==> src/rtl/lcd_scan_gen.sv <==
module lcd_scan_gen #(
  parameter int unsigned NUM_COM  = 16,
  parameter int unsigned NUM_SEG  = 40,
  parameter int unsigned HALF_DIV = 4
) (
  input  logic                       clk,
  input  logic                       rst_n,
  input  logic                       two_line,
  input  logic                       tall_font,
  input  logic [NUM_SEG-1:0]         pix_row_data,
  output logic [$clog2(NUM_COM)-1:0] row_sel,
  output logic [NUM_COM-1:0]         com_out,
  output logic [NUM_SEG-1:0]         seg_out,
  output logic                       ser_data,
  output logic                       shift_clk,
  output logic                       latch_clk,
  output logic                       ac_phase
);
  localparam int unsigned ROW_W     = $clog2(NUM_COM);
  localparam int unsigned STEP_LAST = 2 * NUM_SEG + 1;
  localparam int unsigned STEP_W    = $clog2(STEP_LAST + 1);
  localparam int unsigned SIDX_W    = (NUM_SEG > 1) ? $clog2(NUM_SEG) : 1;
  localparam int unsigned DIV_W     = (HALF_DIV > 1) ? $clog2(HALF_DIV) : 1;

  logic [DIV_W-1:0]   div_cnt;
  logic [STEP_W-1:0]  step, step_nxt;
  logic [NUM_SEG-1:0] tx_buf, seg_sr;
  logic [ROW_W:0]     rows;
  logic               tick, nxt_shift, nxt_latch, nxt_load, nxt_bit, row_wrap;
  logic [SIDX_W-1:0]  bit_idx;

  assign rows = two_line  ? (ROW_W+1)'(16) :
                tall_font ? (ROW_W+1)'(11) : (ROW_W+1)'(8);

  assign tick      = (div_cnt == DIV_W'(HALF_DIV - 1));
  assign step_nxt  = (step == STEP_W'(STEP_LAST)) ? '0 : step + 1'b1;
  assign nxt_shift = step_nxt[0] && (step_nxt < STEP_W'(2 * NUM_SEG));
  assign nxt_latch = (step_nxt == STEP_W'(2 * NUM_SEG));
  assign nxt_load  = (step_nxt == '0);
  assign nxt_bit   = !step_nxt[0] && (step_nxt < STEP_W'(2 * NUM_SEG));
  assign bit_idx   = SIDX_W'(step_nxt >> 1);
  assign row_wrap  = ({1'b0, row_sel} >= rows - 1'b1);

  always_ff @(posedge clk) begin
    if (!rst_n) begin
      div_cnt   <= '0;
      step      <= STEP_W'(STEP_LAST);
      tx_buf    <= '0;
      seg_sr    <= '0;
      seg_out   <= '0;
      com_out   <= '0;
      row_sel   <= '0;
      ser_data  <= 1'b0;
      shift_clk <= 1'b0;
      latch_clk <= 1'b0;
      ac_phase  <= 1'b0;
    end else begin
      div_cnt <= tick ? '0 : div_cnt + 1'b1;
      if (tick) begin
        step      <= step_nxt;
        shift_clk <= nxt_shift;
        latch_clk <= nxt_latch;
        if (nxt_load) begin
          tx_buf   <= pix_row_data;
          ser_data <= pix_row_data[0];
        end else if (nxt_bit) begin
          ser_data <= tx_buf[bit_idx];
        end
        if (nxt_shift)
          seg_sr <= {ser_data, seg_sr[NUM_SEG-1:1]};
        if (nxt_latch) begin
          seg_out <= seg_sr;
          com_out <= NUM_COM'(1) << row_sel;
          if (row_sel == '0) ac_phase <= ~ac_phase;
          row_sel <= row_wrap ? '0 : row_sel + 1'b1;
        end
      end
    end
  end


  com_onehot_chk: assert property (@(posedge clk) disable iff (!rst_n)
    $onehot0(com_out));


  com_moves_on_latch_chk: assert property (@(posedge clk) disable iff (!rst_n)
    !$stable(com_out) |-> $rose(latch_clk));


  ser_quiet_when_high_chk: assert property (@(posedge clk) disable iff (!rst_n)
    !$stable(ser_data) |-> !shift_clk);


  clocks_disjoint_chk: assert property (@(posedge clk) disable iff (!rst_n)
    !(shift_clk && latch_clk));


  seg_moves_on_latch_chk: assert property (@(posedge clk) disable iff (!rst_n)
    !$stable(seg_out) |-> $rose(latch_clk));


  ac_flip_on_row0_chk: assert property (@(posedge clk) disable iff (!rst_n)
    !$stable(ac_phase) |-> ($rose(latch_clk) && com_out[0]));
endmodule

==> config.mk <==
export PLATFORM = sky130hd
export DESIGN_NAME = lcd_scan_gen
export DESIGN_NICKNAME = d
export VERILOG_FILES = /design/src/rtl/lcd_scan_gen.sv
export SDC_FILE = /design/constraint.sdc
export NUM_CORES = 1
export LEC_CHECK = 0
export CAP_MARGIN = 30
export CORE_MARGIN = 10
export CORE_UTILIZATION = 40
export DETAILED_ROUTE_END_ITERATION = 16
export DONT_BUFFER_PORTS = 1
export GPL_ROUTABILITY_DRIVEN = 0
export PLACE_DENSITY_LB_ADDON = 0.08
export SLEW_MARGIN = 15
export SYNTH_ARGS = -nofsm -noshare
export SYNTH_HDL_FRONTEND = slang
export SYNTH_SLANG_ARGS = --single-unit
==> constraint.sdc <==
create_clock -name clk -period 4.9 [get_ports clk]
set_input_delay 0.98 -clock clk [delete_from_list [all_inputs] [get_ports clk]]
set_output_delay 0.98 -clock clk [all_outputs]
set_load 0.005 [all_outputs]
==> results of run 1 <==
## path summary, 6_finish.rpt
check	cells after the start	from	to
min	1	div_cnt[0]	div_cnt[0]
max reg2reg	8	step[0]	ac_phase
max	8	step[0]	ac_phase
min reg2reg	1	div_cnt[0]	div_cnt[0]
## cell type report
type                       instances  area, µm²
timing repair buffer               5       50.0
multi-input combinational        567       3290
fill                            1644       9210
tap                              220        275
clock inverter                     8       71.3
inverter                           7       26.3
sequential                       153       3060
clock buffer                      22        484
## stage by stage
| stage | hold WS, ns | instance area [µm²] | util (%) |
|---|---|---|---|
| 3_5_place_dp | 0.423 | 6700 | 40.7 |
| 6_report | 0.429 | 7260 | 44.1 |
| 3_3_place_gp | 0.411 | 6680 | 40.6 |
| 4_1_cts | 0.431 | 7260 | 44.1 |
| 5_1_grt | 0.460 | 7260 | 44.1 |
| 2_1_floorplan | 0.403 | 6650 | - |
## layer usage
layer / up-vias / global-route usage, % / part of all wire (%)
met5: - / 0 / 0
met3: 25 / 5.92 / 7.9
met1: 2322 / 17.4 / 45
met4: 0 / 5.15 / 1.8
li1: 2554 / - / -
met2: 133 / 22.6 / 45
## worst register-to-register path, cell delays in order (launching register included)
cell	delay, ns
dfxtp_1	0.59
ha_1	0.64
and3_1	0.30
o211ai_2	0.15
nor4_4	0.30
buf_4	0.55
nand3_1	0.25
xnor2_1	0.17
and2_1	0.15
## logic make-up (layout without fill, tap and decap cells)
logic type / after synthesis / count (layout)
AO/OA/AOI/OAI: 192 / 192
AND/OR/NAND/NOR: 342 / 342
XOR/XNOR: 11 / 11
flip-flops: 153 / 153
multiplexers: 10 / 10
buffers and inverters: 66 / 42
adder cells (fa/ha/maj): 12 / 12
## power by group through the flow
stage | logic [mW] | registers [mW] | clock network [mW]
finish | 0.166 | 1.28 | 1.23
global route | 0.182 | 1.28 | 1.31
CTS | 0.166 | 1.28 | 1.26
detailed placement | 0.165 | 1.30 | 0
global placement | 0.161 | 1.30 | 0
floorplan | 0.151 | 1.30 | 0
## sequential cells by signal, indices dropped and copies added (netlist names)
signal / flops
seg_out: 40
seg_sr: 40
tx_buf: 40
com_out: 16
step: 7
row_sel: 4
div_cnt: 2
ac_phase: 1
latch_clk: 1
ser_data: 1
shift_clk: 1
## placed cells by master, fill, tap and decap left out, drive strengths merged, types with 5 or more instances in the layout
cell type / netlist / final
xnor2: 7 / 7
a21oi: 9 / 9
o21ai: 14 / 14
nor2: 12 / 12
mux2: 5 / 5
nand4: 6 / 6
nand3: 14 / 14
dfxtp: 153 / 153
clkbuf: 33 / 22
clkinv: 0 / 6
nand2: 278 / 278
a21boi: 139 / 139
ha: 12 / 12
nand2b: 7 / 7
buf: 26 / 5
inv: 7 / 7
o211ai: 5 / 5
==> summary.txt, run 1 <==
Sw power: 0.605 mW
Gr ovfl total: 0
Mean Syn Cell Area: 8.46 µm²
Sw Ratio: 22.6%
Setup Buffers After CTS: 0
Clk_lat worst skew: 0.42 ns
Hold Path Class: flip-flop to flip-flop
R2R Setup Slk: 1.71 ns
Startpoint types: flip-flop
Outcome: finished clean
DR pass1 iterations: 5
Sequential share of power: 47.7%
Worst slew margin: 47.7%
Achievable frequency: 313 MHz
Adder-Cell Fraction of Synth Area: 2.26%
CP Cell Sequence: ha_1 -> and3_1 -> o211ai_2 -> nor4_4 -> buf_4 -> nand3_1 -> xnor2_1 -> and2_1
Synth Area in Compound Gates: 21.5%
Residual DRC: 0
Flops & latches, synth: 153
Dominant cells by area after synthesis: dfxtp_1 46%, nand2_1 16%, a21boi_0 12%
Tmin final: 3.19 ns
Clock Power Share: 46.1%
Buffer type at the clock tree root: clkbuf_16
Vias: 5034
CTS Buf Count: 17
First-pass GRT wire length: 26100 µm
Critical Path RT: 5.21 ns
Arrival time worst endpoint: 3.50 ns
Largest family of logic cells by synthesized area: simple AND/OR/NAND/NOR gates
Comb power frac: 6.2%
Clk_skew: 0.00538 ns
Placed cells: 952
Ys async rst share: 0%
Core footprint: 16500 µm²
WL/cell: 16.1 µm
Mux contribution to synthesized area: 1.79%
Die Footprint: 22200 µm²
Synth area leader: dfxtp_1
CTS tree: built
Post-Syn Area: 6650 µm²
Int Pwr: 2.07 mW
Die width: 149 µm
CP peak stage delay: 0.63 ns
Vias/cell: 5.13
Pin count of the biggest net entering global routing: 152
Worst Path Buf+Inv: 1
Pwr per Cell Area: 369 nW/µm²
Top FF cell, synth: dfxtp_1
EDFF count, synth: 0
Die Ht: 149 µm
Pins Over Slew Limit: 0
Slowest cell on crit path: ha_1
TritonCTS sink count: 153
Clk buf depth: 2
RSZ-0062 raised after global routing: false
Number of global-route vias before repair: 4973
Crit Path Max Fanout: 60
Finished Layout Cells: 982
Max-cap viol count: 0
Final worst path period share: 65.1%
Lkg Pwr: 2.34 nW
DPL Wire Length: 10700 µm
Critical path type: flip-flop to flip-flop
Row cnt: 47
Initial Utilization: 40.4%
I/O pin count: 108
Area growth syn-to-layout: 9.14%
Clock slew at reported path FFs: 0.06 ns
Final WL: 15800 µm
Simple-gate portion of the synthesized area: 22.1%
Post-synth top area share: 46.1%
Fin. Hold Viols: 0
Syn Nets: 842
Final setup violation count: 0
Hold buffers post-CTS: 0
Yosys warns: 0
Ant diodes: 0
Pre-CTS setup slack: 1.71 ns
Post-Synth XOR/XNOR Area: 1.67%
Peak VDD IR: 0.000239 V
Port Buffers: 0
Drt first-iter violations: 347
H-tree depth: 4
CP top delay family: simple AND/OR/NAND/NOR gates
Crit end category: flip-flop
Worst slew pin tran: 0.785 ns
CTS resizes: 0
Final setup TNS: 0 ns
Tot GR Track Use: 14.4%
Syn Inst Count: 786
Detail Route Antenna Nets: 0
Synth cell types: 63
Fin nets: 807
Final worst slack: 1.71 ns
Commonest cells post-synth: 276 x nand2_1, 153 x dfxtp_1, 109 x a21boi_0
Initial antenna violation count: 0
Seq/Total Area, Yosys: 46.1%
Final Total Pwr: 2.68 mW
Most common cell in the netlist: nand2_1
Share of layout cells above drive strength 1: 7.35%
Power figures use the tool's default switching activity.
==> run 2: changes to the inputs <==
==> constraint.sdc (replaced) <==
create_clock -name clk -period 2.55 [get_ports clk]
set_input_delay 0.51 -clock clk [delete_from_list [all_inputs] [get_ports clk]]
set_output_delay 0.51 -clock clk [all_outputs]
set_load 0.005 [all_outputs]
==> run 2 against run 1 <==
  * Combinational power increased by 120%
  * Wire length increased by 2.9%
  * Design area increased by 4.9%
==> summary.txt, run 2 (synthesis results as in run 1) <==
WL/cell: 16.2 µm
Die width: 149 µm
Critical path type: flip-flop to flip-flop
Worst slew margin: 66.7%
Clk_skew: 0.00594 ns
Min Hold Slack: 0.202 ns
Achievable frequency: 416 MHz
Sw power: 1.22 mW
Peak VDD IR: 0.000491 V
Core footprint: 16500 µm²
Row cnt: 47
Crit end category: flip-flop
Gr ovfl total: 0
Clk_lat worst skew: 0.42 ns
CTS tree: built
Drt first-iter violations: 289
Die Footprint: 22200 µm²
Crit Path Max Fanout: 6
Startpoint types: flip-flop
Int Pwr: 4.38 mW
Clk buf depth: 2
Pin count of the biggest net entering global routing: 152
Clock slew at reported path FFs: 0.06 ns
First-pass GRT wire length: 26500 µm
DPL Wire Length: 10900 µm
Tmin final: 2.40 ns
Share of layout cells above drive strength 1: 10.6%
Port Buffers: 0
Final worst path period share: 94.3%
Arrival time worst endpoint: 2.70 ns
Buffer type at the clock tree root: clkbuf_16
Worst Path Buf+Inv: 1
Hold buffers post-CTS: 0
Hold Path Class: input port to flip-flop
RSZ-0062 raised after global routing: true
CP peak stage delay: 0.40 ns
CTS resizes: 0
Max-cap viol count: 0
Initial Utilization: 40.4%
H-tree depth: 4
TritonCTS sink count: 153
Setup Buffers After CTS: 0
Sequential share of power: 43.7%
Initial antenna violation count: 0
Residual DRC: 0
Vias/cell: 5.14
Worst slew pin tran: 0.500 ns
Hold_sp: rst_n
Die Ht: 149 µm
Pins Over Slew Limit: 0
Outcome: finished clean
Most frequent cells in the layout: 276 x nand2_1, 150 x dfxtp_1, 109 x a21boi_0, 30 x a21boi_1, 18 x clkbuf_16
Final WL: 16300 µm
Fin nets: 824
DR pass1 iterations: 4
Tot GR Track Use: 14.7%
Vias: 5146
CTS Buf Count: 17
Detail Route Antenna Nets: 0
CP top delay family: compound AO/OA/AOI/OAI gates
Fin. Hold Viols: 0
CP startpoint: step[1]
Biggest registers after layout: seg_out (40), seg_sr (40), tx_buf (40)
Sw Ratio: 21.8%
Critical Path RT: 2.84 ns
Critical R2R Launch: step[1]
Area growth syn-to-layout: 14.5%
Final setup violation count: 0
I/O pin count: 108
Finished Layout Cells: 1001
Clock Power Share: 49.7%
Lkg Pwr: 2.49 nW
Slowest cell on crit path: ha_2
Comb power frac: 6.6%
Ant diodes: 0
Placed cells: 968
Pwr per Cell Area: 736 nW/µm²
CP Cell Sequence: inv_1 -> ha_2 -> mux2_2 -> a211oi_1 -> a41oi_1 -> a221oi_2 -> a311oi_1 -> a211oi_2 -> o22ai_1
Number of global-route vias before repair: 5042
Commonest non-fill, non-tap cell in the layout: nand2_1
## run 2: cell types whose count changed in the layout (fill, tap and decap cells not counted), moves of 2 or more
cell	before	now
dfxtp_1	153	150
clkinvlp_4	1	4
bufinv_16	1	5
clkbuf_8	4	2
clkbuf_1	1	3
buf_4	4	13
clkinv_2	5	0
buf_12	1	6
dfxtp_2	0	3
## run 2: power groups by stage
stage          Clock (mW)  Combinational, mW  Sequential, mW
2_1_floorplan           0              0.290            2.49
3_3_place_gp            0              0.352            2.50
3_5_place_dp            0              0.357            2.50
4_1_cts              2.86              0.358            2.45
5_1_grt              2.95              0.412            2.45
6_report             2.78              0.371            2.45
## run 2: layer usage
layer | up-vias | GRT usage, % | part of all wire [%]
met1 | 2405 | 18.1 | 45
met3 | 22 | 5.64 | 7.5
met4 | 0 | 5.89 | 1.8
li1 | 2603 | - | -
met2 | 116 | 22.6 | 45
met5 | - | 0 | 0
## run 2: worst paths after layout
check	to	slack (ns)	cells after the start
setup reg to reg	ser_data	0.15	9
setup / recovery	ser_data	0.15	9
hold reg to reg	div_cnt[0]	0.43	1
hold / removal	step[6]	0.20	1
## run 2: per-stage QoR
stage	utilization, %	TNS, ns	instance area, µm²	total power [mW]	setup WS [ns]
2_1_floorplan	-	0	6650	2.78	0.115
3_3_place_gp	41.8	-0.0360	6890	2.85	-0.0360
3_5_place_dp	41.8	-0.00605	6890	2.86	-0.00605
4_1_cts	45.8	0	7540	5.67	0.000627
5_1_grt	46.2	-0.0297	7610	5.81	-0.0297
6_report	46.2	0	7610	5.61	0.146
## run 2: final cells by class
cell class	instances	area (µm²)
Inverter	7	26.3
Multi-Input combinational cell	567	3320
Timing Repair Buffer	22	269
Fill cell	1636	8850
Sequential cell	153	3070
Clock buffer	22	464
Tap cell	220	275
Clock inverter	10	189
